`src/rtl/adcseq_pkg.sv`:
```
package adcseq_pkg;
  // register addresses
  localparam logic [1:0] ADDR_CTL   = 2'd0;
  localparam logic [1:0] ADDR_SEL   = 2'd1;
  localparam logic [1:0] ADDR_RES_L = 2'd2;
  localparam logic [1:0] ADDR_RES_H = 2'd3;

  // control byte fields
  localparam int CTL_DIV_LSB = 0;
  localparam int CTL_EN      = 3;
  localparam int CTL_GO      = 4;
  localparam int CTL_IE      = 5;
  localparam int CTL_FLAG    = 6;
  localparam int CTL_AUTO    = 7;

  // select byte fields
  localparam int SEL_CHAN_LSB = 0;
  localparam int SEL_REF_LSB  = 4;
  localparam int SEL_LADJ     = 6;
  localparam int SEL_SRC      = 7;

  // start source of automatic conversions
  typedef enum logic {SRC_FREE = 1'b0, SRC_TRIG = 1'b1} auto_src_e;
endpackage

```
`src/rtl/adcseq_clkdiv.sv`:
```
module adcseq_clkdiv #(
  parameter int SEL_W = 3
) (
  input  logic             clk,
  input  logic             rst_n,
  input  logic             en_i,
  input  logic [SEL_W-1:0] sel_i,
  output logic             tick_o
);
  localparam int PC_W = (1 << SEL_W) - 1;
  localparam int DV_W = PC_W + 1;

  logic [PC_W-1:0] pc_q, pc_nx;
  logic [DV_W-1:0] lim;

  always_comb begin
    if (sel_i < SEL_W'(2)) lim = DV_W'(1);
    else                   lim = (DV_W'(1) << sel_i) - DV_W'(1);
  end

  assign tick_o = en_i && ({1'b0, pc_q} >= lim);

  always_comb begin
    if (!en_i)       pc_nx = '0;
    else if (tick_o) pc_nx = '0;
    else             pc_nx = pc_q + PC_W'(1);
  end

  always_ff @(posedge clk or negedge rst_n) begin
    if (!rst_n) pc_q <= '0;
    else        pc_q <= pc_nx;
  end

  AST_TICK_SPACED: assert property (@(posedge clk) disable iff (!rst_n)
    tick_o |=> !tick_o);
  AST_DIV_HELD: assert property (@(posedge clk) disable iff (!rst_n)
    !en_i |=> !tick_o);
endmodule

```
`src/rtl/adcseq_timer.sv`:
```
module adcseq_timer #(
  parameter int SHORT_CYC = 13,
  parameter int LONG_CYC  = 25
) (
  input  logic clk,
  input  logic rst_n,
  input  logic en_i,
  input  logic tick_i,
  input  logic start_i,
  input  logic long_i,
  output logic busy_o,
  output logic done_o
);
  localparam int LC_W = $clog2(LONG_CYC + 1);

  logic [LC_W-1:0] left_q, left_nx;
  logic            busy_q, busy_nx;

  assign done_o = busy_q && tick_i && (left_q == LC_W'(1)) && en_i;
  assign busy_o = busy_q;

  always_comb begin
    if (!en_i)       busy_nx = 1'b0;
    else if (start_i) busy_nx = 1'b1;
    else if (done_o) busy_nx = 1'b0;
    else             busy_nx = busy_q;
  end

  always_comb begin
    if (start_i)              left_nx = long_i ? LC_W'(LONG_CYC) : LC_W'(SHORT_CYC);
    else if (busy_q && tick_i) left_nx = left_q - LC_W'(1);
    else                      left_nx = left_q;
  end

  always_ff @(posedge clk or negedge rst_n) begin
    if (!rst_n) begin
      busy_q <= 1'b0;
      left_q <= '0;
    end else begin
      busy_q <= busy_nx;
      left_q <= left_nx;
    end
  end

  AST_LEN_RANGE: assert property (@(posedge clk) disable iff (!rst_n)
    busy_q |-> (left_q >= LC_W'(1)) && (left_q <= LC_W'(LONG_CYC)));
  AST_ABORT: assert property (@(posedge clk) disable iff (!rst_n)
    !en_i |=> !busy_q);
  AST_DONE_ENDS: assert property (@(posedge clk) disable iff (!rst_n)
    done_o && !start_i |=> !busy_q);
endmodule

```
`src/rtl/adcseq_fmt.sv`:
```
module adcseq_fmt #(
  parameter int RES_W = 10,
  parameter int OUT_W = 16
) (
  input  logic [RES_W-1:0] res_i,
  input  logic             left_i,
  output logic [OUT_W-1:0] word_o
);
  localparam int PAD = OUT_W - RES_W;

  generate
    if (PAD == 0) begin : g_full
      assign word_o = res_i;
      logic unused_left;
      assign unused_left = left_i;
    end else begin : g_pad
      assign word_o = left_i ? {res_i, {PAD{1'b0}}} : {{PAD{1'b0}}, res_i};
    end
  endgenerate
endmodule

```
`src/rtl/adcseq_ctrl.sv`:
```
module adcseq_ctrl
  import adcseq_pkg::*;
#(
  parameter int RES_W     = 10,
  parameter int SHORT_CYC = 13,
  parameter int LONG_CYC  = 25,
  parameter int DIV_SEL_W = 3,
  parameter int CHAN_W    = 4,
  parameter int REF_W     = 2
) (
  input  logic              clk,
  input  logic              rst_n,
  input  logic [1:0]        bus_addr,
  input  logic              bus_wr,
  input  logic [7:0]        bus_wdata,
  output logic [7:0]        bus_rdata,
  input  logic              trig_in,
  input  logic              gie,
  input  logic              irq_ack,
  input  logic [RES_W-1:0]  sar_code,
  output logic              irq,
  output logic [CHAN_W-1:0] chan_o,
  output logic [REF_W-1:0]  ref_o,
  output logic              busy_o
);
  localparam int OUT_W = 16;

  // reset: asynchronous assert, synchronous release
  logic [1:0] rsync_q;
  logic       rst_i;
  always_ff @(posedge clk or negedge rst_n) begin
    if (!rst_n) rsync_q <= 2'b00;
    else        rsync_q <= {rsync_q[0], 1'b1};
  end
  assign rst_i = rsync_q[1];

  // register state
  logic                 en_q, ie_q, auto_q, flag_q, ladj_q, first_q, long_q, trigd_q;
  auto_src_e            src_q;
  logic [DIV_SEL_W-1:0] div_q;
  logic [CHAN_W-1:0]    pchan_q, achan_q;
  logic [REF_W-1:0]     pref_q, aref_q;
  logic [RES_W-1:0]     res_q;

  // next-state signals
  logic                 en_nx, ie_nx, auto_nx, flag_nx, ladj_nx, first_nx, long_nx;
  auto_src_e            src_nx;
  logic [DIV_SEL_W-1:0] div_nx;
  logic [CHAN_W-1:0]    pchan_nx, achan_nx;
  logic [REF_W-1:0]     pref_nx, aref_nx;
  logic [RES_W-1:0]     res_nx;

  logic wr_ctl, wr_sel, en_rise, trig_edge, load_sel, ref_diff, long_req;
  logic sw_go, hw_go, fr_go, start, tick, busy, done;
  logic [OUT_W-1:0] res_word;

  assign wr_ctl    = bus_wr && (bus_addr == ADDR_CTL);
  assign wr_sel    = bus_wr && (bus_addr == ADDR_SEL);
  assign en_nx     = wr_ctl ? bus_wdata[CTL_EN] : en_q;
  assign en_rise   = wr_ctl && bus_wdata[CTL_EN] && !en_q;
  assign trig_edge = trig_in && !trigd_q;

  // selects reach the analog side only between conversions
  assign load_sel  = !busy || done;
  assign ref_diff  = load_sel && (pref_q != aref_q);
  assign long_req  = first_q || en_rise || long_q || ref_diff;

  assign sw_go = wr_ctl && bus_wdata[CTL_GO] && bus_wdata[CTL_EN];
  assign hw_go = en_q && auto_q && (src_q == SRC_TRIG) && trig_edge;
  assign fr_go = done && auto_q && (src_q == SRC_FREE);
  assign start = (!busy && (sw_go || hw_go)) || fr_go;

  adcseq_clkdiv #(.SEL_W(DIV_SEL_W)) u_div (
    .clk   (clk),
    .rst_n (rst_i),
    .en_i  (en_q),
    .sel_i (div_q),
    .tick_o(tick)
  );

  adcseq_timer #(.SHORT_CYC(SHORT_CYC), .LONG_CYC(LONG_CYC)) u_tmr (
    .clk    (clk),
    .rst_n  (rst_i),
    .en_i   (en_nx),
    .tick_i (tick),
    .start_i(start),
    .long_i (long_req),
    .busy_o (busy),
    .done_o (done)
  );

  adcseq_fmt #(.RES_W(RES_W), .OUT_W(OUT_W)) u_fmt (
    .res_i (res_q),
    .left_i(ladj_q),
    .word_o(res_word)
  );

  // next-state logic
  always_comb begin
    ie_nx    = ie_q;
    auto_nx  = auto_q;
    div_nx   = div_q;
    if (wr_ctl) begin
      ie_nx   = bus_wdata[CTL_IE];
      auto_nx = bus_wdata[CTL_AUTO];
      div_nx  = bus_wdata[CTL_DIV_LSB +: DIV_SEL_W];
    end

    src_nx   = src_q;
    ladj_nx  = ladj_q;
    pchan_nx = pchan_q;
    pref_nx  = pref_q;
    if (wr_sel) begin
      src_nx   = auto_src_e'(bus_wdata[SEL_SRC]);
      ladj_nx  = bus_wdata[SEL_LADJ];
      pchan_nx = bus_wdata[SEL_CHAN_LSB +: CHAN_W];
      pref_nx  = bus_wdata[SEL_REF_LSB +: REF_W];
    end

    achan_nx = load_sel ? pchan_q : achan_q;
    aref_nx  = load_sel ? pref_q  : aref_q;

    if (done)                                             flag_nx = 1'b1;
    else if (irq_ack || (wr_ctl && bus_wdata[CTL_FLAG]))  flag_nx = 1'b0;
    else                                                  flag_nx = flag_q;

    res_nx = done ? sar_code : res_q;

    if (!en_nx)       first_nx = 1'b0;
    else if (start)   first_nx = 1'b0;
    else if (en_rise) first_nx = 1'b1;
    else              first_nx = first_q;

    if (start)         long_nx = 1'b0;
    else if (ref_diff) long_nx = 1'b1;
    else               long_nx = long_q;
  end

  // register process
  always_ff @(posedge clk or negedge rst_i) begin
    if (!rst_i) begin
      en_q    <= 1'b0;
      ie_q    <= 1'b0;
      auto_q  <= 1'b0;
      div_q   <= '0;
      flag_q  <= 1'b0;
      src_q   <= SRC_FREE;
      ladj_q  <= 1'b0;
      pchan_q <= '0;
      pref_q  <= '0;
      achan_q <= '0;
      aref_q  <= '0;
      res_q   <= '0;
      first_q <= 1'b0;
      long_q  <= 1'b0;
      trigd_q <= 1'b0;
    end else begin
      en_q    <= en_nx;
      ie_q    <= ie_nx;
      auto_q  <= auto_nx;
      div_q   <= div_nx;
      flag_q  <= flag_nx;
      src_q   <= src_nx;
      ladj_q  <= ladj_nx;
      pchan_q <= pchan_nx;
      pref_q  <= pref_nx;
      achan_q <= achan_nx;
      aref_q  <= aref_nx;
      if (done) res_q <= res_nx;
      first_q <= first_nx;
      long_q  <= long_nx;
      trigd_q <= trig_in;
    end
  end

  // read side
  always_comb begin
    bus_rdata = '0;
    unique case (bus_addr)
      ADDR_CTL: begin
        bus_rdata[CTL_DIV_LSB +: DIV_SEL_W] = div_q;
        bus_rdata[CTL_EN]   = en_q;
        bus_rdata[CTL_GO]   = busy;
        bus_rdata[CTL_IE]   = ie_q;
        bus_rdata[CTL_FLAG] = flag_q;
        bus_rdata[CTL_AUTO] = auto_q;
      end
      ADDR_SEL: begin
        bus_rdata[SEL_CHAN_LSB +: CHAN_W] = pchan_q;
        bus_rdata[SEL_REF_LSB +: REF_W]   = pref_q;
        bus_rdata[SEL_LADJ] = ladj_q;
        bus_rdata[SEL_SRC]  = src_q;
      end
      ADDR_RES_L: bus_rdata = res_word[7:0];
      default:    bus_rdata = res_word[15:8];
    endcase
  end

  assign irq    = flag_q && ie_q && gie;
  assign chan_o = achan_q;
  assign ref_o  = aref_q;
  assign busy_o = busy;

  AST_FLAG_ON_DONE: assert property (@(posedge clk) disable iff (!rst_i)
    done |=> flag_q);
  AST_SEL_HOLD: assert property (@(posedge clk) disable iff (!rst_i)
    busy && !done |=> $stable(achan_q) && $stable(aref_q));
endmodule

```
`config.mk`:
```
export PLATFORM = sky130hd
export DESIGN_NAME = adcseq_ctrl
export DESIGN_NICKNAME = d
export VERILOG_FILES = /design/src/rtl/adcseq_pkg.sv /design/src/rtl/adcseq_clkdiv.sv /design/src/rtl/adcseq_timer.sv /design/src/rtl/adcseq_fmt.sv /design/src/rtl/adcseq_ctrl.sv
export SDC_FILE = /design/constraint.sdc
export NUM_CORES = 1
export LEC_CHECK = 0
export BUFFER_PORTS_ARGS = -buffer_cell sky130_fd_sc_hd__buf_2
export CORE_AREA = 4 4 74 76
export DETAILED_ROUTE_END_ITERATION = 10
export DIE_AREA = 0 0 78 80
export GPL_ROUTABILITY_DRIVEN = 1
export PLACE_DENSITY = 0.77
export SLEW_MARGIN = 20
export SYNTH_ARGS = -nofsm -noshare
export SYNTH_HDL_FRONTEND = slang
export SYNTH_HIERARCHICAL = 1
export SYNTH_SLANG_ARGS = --single-unit
export TNS_END_PERCENT = 30
```
`constraint.sdc`:
```
create_clock -name clk -period 1.6 [get_ports clk]
set_input_delay 0.24 -clock clk [delete_from_list [all_inputs] [get_ports clk]]
set_output_delay 0.24 -clock clk [all_outputs]
set_load 0.03 [all_outputs]
```
==> results.md, run 1 <==
- Tcrit/Tclk final: 159.2%
- Internal: 2333 uW
- Mean Syn Cell Area: 12.80 sq um
- Rows: 25
- FFs w/ async S/R, synth: 100.0%
- H-tree levels: 2
- CTS tree: built
- Routed len/inst: 17.51 microns
- Hold Fails Final Rpt: 0
- Final setup violation count: 40
- Total die area: 6240 sq um
- # nets final: 327
- Die Width: 78 microns
- Synth Cell Area: 2611 sq um
- Leak: 0.001657 uW
- Seq/Total Area, Yosys: 46.96%
- Gr ovfl total: 0
- Most frequent CP cell: nor2_2
- Top_reg_cell synth: dfrtp_1
- Clock share of power: 22.6%
- NetSw: 1141 uW
- Post-synth EDFFs: 0
- GRT Overall Usage: 21.42%
- DR WL met2: 3242 microns
- Clock-pin slew on the worst setup and hold paths: 0.10 ns
- VDD IR max: 0.0005277 V
- Pwr per Cell Area: 998.1 nW/um^2
- Synth warn: 6
- Initial DRT Pass Iterations: 4
- Layout cell share with drive strength beyond 1: 58.22%
- Failing checks: negative setup slack
- Via Count: 1959
- Distinct cells, synth: 46
- Clk sink count: 49
- Fin area: 3481 sq um
- IO Count: 42
- Detailed placement HPWL: 4188 microns
- CP Class: flop to flop
- DR DRC count: 0
- Crit path DAT: 2.75 ns
- Initial antenna violation count: 0
- Routed WL: 6286 microns
- Met3 wire length: 280 microns
- RSZ-0062 raised after global routing: true
- CTS Buf Count: 5
- Die height: 80 microns
- Final setup TNS: -26.86 ns
- Cell count after synthesis: 204
- First-pass GRT wire length: 10300 microns
- Net Count, Synth: 240
- CP Data Required Time: 1.81 ns
- #FFs+latches synth: 49
- Switching Fraction: 32.85%
- Largest net degree at the start of global routing: 30
- Gate power share: 32.9%
- Skew final: 0.01617 ns
- Reg power frac: 44.5%
- Area grow syn2layout: 33.30%
- MaxCap Viol Count: 0
- DR vias/cell: 5.457
- Worst Hold Class: primary input to flop
- DR iter-0 viols: 76
- Root Buffer: clkbuf_8
- CTS max path bufs: 2
- Final Worst Setup Slack: -0.9465 ns
- M1 WL: 2647 microns
- ANT cells: 0
- Setup slack, reg-to-reg: -0.95 ns
- Vias in the first global route: 2095
- Placed inst area: 3163 sq um
- Initial Util: 55.28%
- Post-Layout Cell Count: 359
- Placed Cells: 343
- Critical path's largest stage delay: 0.44 ns
- Core area: 4723 sq um
- Minimum clock period: 2.547 ns
- I/O Buffers: 41
- Top Layer Used: met4
- Design Power: 3474 uW
- Util after Layout: 73.70%
- Worst Setup Start Kind: flop
- Final slew viol count: 0
- CP cell instances: buf_6 -> nor2_2 -> ha_1 -> a211oi_1 -> buf_4 -> o31ai_4 -> and2_4 -> and4_4 -> nand2_2 -> nor2_2 -> or2_4 -> or3b_1
- Post-route ant nets: 0
- Gpl congestion: 0.8047
- Worst-skew pair later-pin latency: 0.32 ns
- Crit Path Max Fanout: 4
- Status: complete, but fails checks
- Highest clock rate: 392.7 MHz
- Crit. End Element: flop
- CP max stage cell: dfrtp_1
[per-stage QoR]
stage	hold slack [ns]	worst slack (ns)
3_5_place_dp	0.02582	-0.9400
3_3_place_gp	0.02633	-0.8669
4_1_cts	0.04479	-0.9031
6_report	0.05353	-0.9465
5_1_grt	0.04054	-1.018
2_1_floorplan	-0.05559	-0.8704
[what timing repair did]
item / in CTS / in global routing
hold buffers: 1 / 0
hold endpoints to repair: 2 / 0
pin swaps: 7 / 7
setup buffers: 4 / 3
endpoints found under the setup margin: 40 / 40
gates resized for setup: 42 / 18
gates cloned: 0 / 0
[kinds of logic after synthesis]
| family | share of synthesized area (%) |
|---|---|
| other cells | 0.2876 |
| flops | 46.96 |
| buf+inv | 3.306 |
| fa+ha+maj | 4.792 |
| xor+xnor | 3.018 |
| simple gates | 13.32 |
| compound gates | 5.175 |
| mux | 23.14 |
[power by group through the flow]
stage	Combinational, uW	Sequential [uW]	Clock, uW
after floorplan	520	1620	0
after global placement	947	1550	0
after detailed placement	971	1550	0
after CTS	1090	1530	795
after global routing	1240	1570	852
final	1140	1540	786
[placed cells by master, fill, tap and decap left out, types with 2 or more instances in the layout]
master	n
a21oi_2	3
a31oi_1	2
and2_1	2
and2_4	5
and3_1	2
buf_2	33
buf_4	34
buf_6	17
clkbuf_8	6
conb_1	2
dfrtp_1	46
dfrtp_2	3
ha_1	9
inv_1	9
mux2_2	30
mux2_4	4
mux4_2	7
nand2_1	6
nand2b_1	2
nand3_1	7
nor2_2	2
nor2b_1	6
nor3_2	6
o21ai_2	3
o31a_1	2
xnor2_1	4
xor2_1	5
[cell usage after synthesis, drive strengths merged (2+ instances only)]
library cell	instances	area [sq um]
dfrtp	49	1226
mux2	34	397.9
ha	10	125.1
inv	10	37.54
mux4	8	206.5
nor3	8	40.04
and2	7	43.79
nand2	7	26.28
nand3	7	35.03
nor2b	7	43.79
buf	5	45.04
xor2	5	43.79
o21ai	4	20.01
xnor2	4	35.03
a21oi	3	15.01
nand2b	3	18.77
nor2	3	11.26
a211oi	2	15.01
a31oi	2	12.51
and3	2	12.51
conb	2	7.510
o31a	2	17.52
or2	2	12.51
[layer usage]
| layer | vias up | GRT usage [%] |
|---|---|---|
| li1 | 908 | - |
| met1 | 986 | 26.44 |
| met2 | 52 | 37.67 |
| met3 | 13 | 4.740 |
| met4 | 0 | 6.294 |
| met5 | - | 0 |
[area by class of cell]
class	instances	area, sq um
clock buffer	6	82.58
clock inverter	2	13.76
multi-input combinational	139	1391
fill	299	1242
timing repair buffer	86	641.9
tap	67	83.83
inverter	10	37.54
sequential	49	1230
[path summary, 6_finish.rpt]
kind / to / cells past startpoint / start
min in group asynchronous: rsync_q[1] / 2 / rst_n
max in group asynchronous: flag_q / 1 / rsync_q[1]
min reg2reg: u_div/pc_q[6] / 0 / rsync_q[1]
max: u_tmr/left_q[3] / 12 / div_q[1]
min: trigd_q / 1 / trig_in
max reg2reg: u_tmr/left_q[3] / 12 / div_q[1]
[registers in the layout, summed over array words and instances, names as in the netlist, 2 cells and up]
signal        flops
res_q            10
u_div/pc_q        7
u_tmr/left_q      5
chan_o            4
pchan_q           4
div_q             3
pref_q            2
ref_o             2
rsync_q           2
[critical path: cells and delay by family (launching register included)]
family	cells	cell delay [ns]
AO/OA/AOI/OAI	2	0.29
flip-flops	1	0.44
AND/OR/NAND/NOR	7	1.16
buffers and inverters	2	0.31
adder cells (fa/ha/maj)	1	0.25
Power figures use the tool's default switching activity.
==> run 2, diff against run 1 <==
--- a/config.mk
+++ b/config.mk
@@ -6,14 +6,14 @@
 export NUM_CORES = 1
 export LEC_CHECK = 0
 export BUFFER_PORTS_ARGS = -buffer_cell sky130_fd_sc_hd__buf_2
-export CORE_AREA = 4 4 74 76
+export CORE_AREA = 4 4 75 77
+export CTS_BUF_LIST = sky130_fd_sc_hd__clkbuf_16
 export DETAILED_ROUTE_END_ITERATION = 10
-export DIE_AREA = 0 0 78 80
+export DIE_AREA = 0 0 79 81
 export GPL_ROUTABILITY_DRIVEN = 1
-export PLACE_DENSITY = 0.77
+export PLACE_DENSITY = 0.76
 export SLEW_MARGIN = 20
 export SYNTH_ARGS = -nofsm -noshare
 export SYNTH_HDL_FRONTEND = slang
-export SYNTH_HIERARCHICAL = 1
 export SYNTH_SLANG_ARGS = --single-unit
 export TNS_END_PERCENT = 30
==> results.md, run 2 <==
- Status: complete, but fails checks
- Failing checks: negative setup slack
- Leak: 0.001729 uW
- # nets final: 355
- Max FFs per register: 10
- Post-route ant nets: 0
- Rows: 26
- Highest clock rate: 350.5 MHz
- Placed Cells: 379
- Largest Register: res_q
- Worst-skew pair later-pin latency: 0.29 ns
- Final setup violation count: 40
- Seq/Total Area, Yosys: 46.49%
- Filler cell count: 359
- FFs w/ async S/R, synth: 100.0%
- Synth top area cells: dfrtp_1 (46%), mux2_2 (12%), ha_1 (5.2%), a21oi_1 (3.0%), nor2_1 (2.6%)
- Final Worst Setup Slack: -1.253 ns
- ANT cells: 0
- IO Count: 42
- Mean Syn Cell Area: 11.37 sq um
- Clk sink count: 49
- CP Data Required Time: 1.77 ns
- Initial Util: 52.65%
- Crit. End Element: flop
- Area grow syn2layout: 35.29%
- First-pass GRT wire length: 10610 microns
- Gr ovfl total: 0
- Largest regs: res_q (10), u_div.pc_q (7), u_tmr.left_q (5)
- CTS max path bufs: 2
- Register area: 1229 sq um
- Routed len/inst: 16.42 microns
- Core area: 5010 sq um
- CTS tree: built
- Commonest non-fill, non-tap cell in the layout: buf_4
- MaxCap Viol Count: 0
- Routed WL: 6389 microns
- Worst Setup Start Kind: flop
- Most common cell in the netlist: dfrtp_1
- Initial DRT Pass Iterations: 4
- Die height: 81 microns
- Worst Path Buf+Inv: 2
- Crit path DAT: 3.02 ns
- Layout cell share with drive strength beyond 1: 46.71%
- Gpl congestion: 0.8731
- CP cell instances: or3_4 -> ha_4 -> buf_6 -> xor2_2 -> nand2_1 -> ha_1 -> o2111ai_2 -> o21a_4 -> nor2_4 -> buf_12 -> mux2_2
- DR iter-0 viols: 132
- #FFs+latches synth: 49
- Distinct cells, synth: 49
- I/O Buffers: 41
- Design Power: 3879 uW
- Post-synth EDFFs: 0
- Synth Cell Area: 2638 sq um
- Worst Hold Class: primary input to flop
- CP max stage cell: or3_4
- VDD IR max: 0.0007494 V
- GRT Overall Usage: 21.68%
- Top post-synthesis cells by count: dfrtp_1 (49), mux2_2 (28), nor2_1 (18)
- Commonest cells after routing, fill and taps aside: buf_4 (48), dfrtp_1 (47), buf_2 (34)
- Synth warn: 0
- Top_reg_cell synth: dfrtp_1
- H-tree levels: 2
- Area of the multi-input gates: 1455 sq um
- Root Buffer: clkbuf_16
- DR DRC count: 0
- RSZ-0062 raised after global routing: true
- CTS Buf Count: 5
- Initial antenna violation count: 0
- Crit Path Max Fanout: 10
- Detailed placement HPWL: 4656 microns
- Synth area leader: dfrtp_1
- Final slew viol count: 0
- Top cell type's share of synthesized area: 46.49%
- Largest net degree at the start of global routing: 29
- CP Class: flop to flop
- Crit-path leading delay family: simple AND/OR/NAND/NOR gates
- Via Count: 2109
- DR vias/cell: 5.422
- Pwr per Cell Area: 1087 nW/um^2
- Tcrit/Tclk final: 178.3%
- Minimum clock period: 2.853 ns
- Post-Layout Cell Count: 389
- Cell count after synthesis: 232
- Vias in the first global route: 2229
- Critical path's largest stage delay: 0.40 ns
- Hold Fails Final Rpt: 0
- Die Width: 79 microns
- Total die area: 6399 sq um
- Skew final: 0.005880 ns
- Clock-pin slew on the worst setup and hold paths: 0.07 ns
[run 2: cell types whose count changed after synthesis, moves of 5 or more]
cell and change:
nor3_1 -6, and2_1 -5, nor2b_1 -5, and3_1 +6, mux4_1 -7, a21oi_1 +13
nand2_1 +5, nor2_1 +15, mux2i_1 +5, a221oi_1 +5
[run 2: cells by family (layout without fill, tap and decap cells)]
group | Yosys count | count (layout) | synth area share, %
buffers and inverters | 18 | 104 | 3.510
and+or+nand+nor | 62 | 62 | 13.00
adders and majority gates | 11 | 11 | 5.218
DFF | 49 | 49 | 46.49
xor gates and xnor gates | 13 | 13 | 4.317
other | 1 | 2 | 0.1422
muxes | 34 | 34 | 14.42
AOI/OAI and AO/OA | 44 | 44 | 12.90
[run 2: final timing paths]
path / startpoint / cells after the start / end / slack [ns]
worst max-delay path: div_q[1] / 11 / res_q[9] / -1.25
worst min-delay path: trig_in / 1 / trigd_q / 0.08
worst max register to register: div_q[1] / 11 / res_q[9] / -1.25
worst min register to register: rsync_q[1] / 0 / ref_o[1] / 0.22
max in group asynchronous: rsync_q[1] / 1 / ladj_q / 0.85
min in group asynchronous: rsync_q[1] / 0 / ref_o[1] / 0.22
[run 2: metal layers]
layer	GRT usage (%)	part of all wire [%]	vias to the layer above
met2	37.79	51	57
met4	5.670	0.99	0
met3	3.659	5.0	7
li1	-	-	1002
met1	28.12	43	1043
met5	0	0	-
[run 2: repair_timing]
item	CTS	global route
endpoints found under the setup margin	40	40
gates resized for setup	29	6
hold buffers	1	0
setup buffers	1	0
hold endpoints to repair	2	0
pin swaps	8	2
[run 2: per-stage QoR]
stage / setup TNS [ns] / setup WS, ns / util [%] / hold slack [ns] / cell area [sq um]
floorplan: -37.55 / -1.278 / - / -0.05559 / 2684
global placement: -34.04 / -1.186 / 65.41 / 0.02682 / 3277
detailed placement: -35.88 / -1.252 / 65.41 / 0.03186 / 3277
CTS: -35.81 / -1.211 / 70.78 / 0.07487 / 3546
global route: -41.09 / -1.380 / 71.23 / 0.07688 / 3568
finish: -36.46 / -1.253 / 71.23 / 0.08151 / 3568
[run 2: area by class of cell]
| class | count | area share (%) |
|---|---|---|
| Clock buffer | 5 | 3.506 |
| Clock inverter | 3 | 0.4558 |
| Inverter | 8 | 0.9116 |
| Multi-Input combinational cell | 166 | 40.78 |
| Sequential cell | 49 | 34.43 |
| Tap cell | 70 | 2.454 |
| Timing Repair Buffer | 88 | 17.46 |
[run 2: where the power goes]
group | total [uW] | internal (uW) | leakage, uW | switching (uW)
combinational | 1320 | 676 | 0.00105 | 649
clock | 1020 | 574 | 0.0000693 | 446
sequential | 1530 | 1400 | 0.000613 | 139
total | 3880 | 2650 | 0.00173 | 1230
==> run 3, diff against run 2 <==
--- a/config.mk
+++ b/config.mk
@@ -6,12 +6,11 @@
 export NUM_CORES = 1
 export LEC_CHECK = 0
 export BUFFER_PORTS_ARGS = -buffer_cell sky130_fd_sc_hd__buf_2
-export CORE_AREA = 4 4 75 77
-export CTS_BUF_LIST = sky130_fd_sc_hd__clkbuf_16
+export CORE_AREA = 4 4 77 79
 export DETAILED_ROUTE_END_ITERATION = 10
-export DIE_AREA = 0 0 79 81
+export DIE_AREA = 0 0 81 83
 export GPL_ROUTABILITY_DRIVEN = 1
-export PLACE_DENSITY = 0.76
+export PLACE_DENSITY = 0.75
 export SLEW_MARGIN = 20
 export SYNTH_ARGS = -nofsm -noshare
 export SYNTH_HDL_FRONTEND = slang
==> constraint.sdc (replaced) <==
create_clock -name clk -period 2.52 [get_ports clk]
set_input_delay 0.378 -clock clk [delete_from_list [all_inputs] [get_ports clk]]
set_output_delay 0.378 -clock clk [all_outputs]
set_load 0.03 [all_outputs]
==> results.md, run 3 (synthesized netlist as in run 2, its figures left out) <==
- Status: complete, but fails checks
- Failing checks: negative setup slack
- Filler cell count: 444
- ANT cells: 0
- DR DRC count: 0
- Gr ovfl total: 0
- Largest Register: res_q
- Commonest cells after routing, fill and taps aside: dfrtp_1 (48), buf_2 (41), buf_4 (19)
- Most frequent CP cell: ha_4
- Placed inst area: 3057 sq um
- Rows: 27
- Least-Margin Pin Slew: 0.5366 ns
- IO Count: 42
- Post-Layout Cell Count: 370
- # nets final: 334
- H-tree levels: 2
- I/O Buffers: 41
- Final Worst Setup Slack: -0.3795 ns
- Largest regs: res_q (10), u_div.pc_q (7), u_tmr.left_q (5)
- RSZ-0062 raised after global routing: true
- Root Buffer: clkbuf_8
- CTS Buf Count: 5
- DR iter-0 viols: 120
- Fin area: 3387 sq um
- Hold Fails Final Rpt: 0
- Worst-skew pair later-pin latency: 0.30 ns
- Util after Layout: 63.46%
- Initial antenna violation count: 0
- Slew headroom: 64.23%
- Final slew viol count: 0
- Commonest non-fill, non-tap cell in the layout: dfrtp_1
- Initial DRT Pass Iterations: 4
- CP max stage cell: or3_4
- CP Data Required Time: 2.71 ns
- Initial Util: 49.41%
- Highest clock rate: 344.9 MHz
- Routed len/inst: 15.97 microns
- Pwr per Cell Area: 691.5 nW/um^2
- Clock-pin slew on the worst setup and hold paths: 0.10 ns
- MaxCap Viol Count: 0
- Area grow syn2layout: 28.42%
- Post-route ant nets: 0
- Total die area: 6723 sq um
- Clk sink count: 49
- Final setup TNS: -7.933 ns
- Detailed placement HPWL: 4269 microns
- VDD IR max: 0.0005202 V
- First-pass GRT wire length: 10160 microns
- Worst Hold Class: primary input to flop
- Minimum clock period: 2.899 ns
- Core area: 5338 sq um
- Die Width: 81 microns
- Worst Setup Start Kind: flop
- Via Count: 1989
- Tcrit/Tclk final: 115.1%
- Critical path's largest stage delay: 0.41 ns
- CP cell instances: or3_4 -> ha_4 -> a21o_1 -> a22oi_2 -> ha_4 -> o21a_1 -> o2111ai_2 -> o21a_4 -> nor2_4 -> a31oi_4 -> mux2_4
- Vias in the first global route: 2119
- Hold depth: 1
- GRT Overall Usage: 19.11%
- CP Class: flop to flop
- Worst slack, placed: -0.4045 ns
- R2r worst-path depth: 11
- Crit path DAT: 3.09 ns
- Crit Path Max Fanout: 4
- DR vias/cell: 5.376
- Die height: 83 microns
- Largest net degree at the start of global routing: 24
- Routed WL: 5909 microns
- Max FFs per register: 10
- Layout cell share with drive strength beyond 1: 43.96%
- Placed Cells: 353
- Gpl congestion: 0.8254
- Leak: 0.001608 uW
- Crit. End Element: flop
- CTS tree: built
- Final setup violation count: 32
- CTS max path bufs: 2
- Skew final: 0.008305 ns
run 3: cell count changes in the layout (fill, tap and decap cells not counted), sizes merged:
cell	before	now
buf	87	66
bufinv	0	1
clkinv	2	1
run 3: worst max-delay path: cells and delay by family (launching register included):
kind,cells,cell delay [ns]
flip-flops,1,0.39
AO/OA/AOI/OAI,6,1.19
adder cells (fa/ha/maj),2,0.42
AND/OR/NAND/NOR,2,0.47
multiplexers,1,0.32
run 3: cell type report:
cell class	instances	area [sq um]	area share (%)
clock inverters	3	43.79	1.293
flip-flops and latches	49	1227	36.24
clock buffers	5	68.82	2.032
well taps	72	90.09	2.660
multi-input cells	166	1490	44.00
repair buffers	67	434.2	12.82
inverters	8	32.53	0.9605
run 3: power breakdown:
| part | internal, uW | total [uW] | leakage (uW) | switching [uW] |
|---|---|---|---|---|
| registers | 884 | 999 | 0.000614 | 115 |
| logic | 394 | 774 | 0.000936 | 380 |
| clock network | 298 | 569 | 0.0000585 | 271 |
| total | 1580 | 2340 | 0.00161 | 767 |
run 3: through the flow:
| step | hold slack [ns] | power [uW] |
|---|---|---|
| 2_1_floorplan | 0.08241 | 1465 |
| 3_3_place_gp | 0.1649 | 1643 |
| 3_5_place_dp | 0.1648 | 1665 |
| 4_1_cts | 0.1796 | 2302 |
| 5_1_grt | 0.1705 | 2480 |
| 6_report | 0.1909 | 2342 |
run 3: repair_timing:
item,CTS,global route
hold buffers,1,0
setup buffers,6,3
endpoints found under the setup margin,30,32
gates resized for setup,27,12
endpoints found under the hold margin,2,0
pin swaps,6,8
run 3: metal layers:
metal	part of all wire (%)	global-route usage (%)
met1	45	26.86
met2	49	30.32
met3	4.9	3.037
met5	0	0
met4	1.4	5.376
run 3: worst paths after layout:
kind / startpoint / end / slack (ns)
worst max-delay path: div_q[0] / u_tmr.left_q[2] / -0.38
worst min-delay path: trig_in / trigd_q / 0.19
worst max register to register: div_q[0] / u_tmr.left_q[2] / -0.38
worst min register to register: rsync_q[1] / u_tmr.left_q[1] / 0.26
max in group asynchronous: rsync_q[1] / ref_o[0] / 1.68
min in group asynchronous: rsync_q[1] / u_tmr.left_q[1] / 0.26
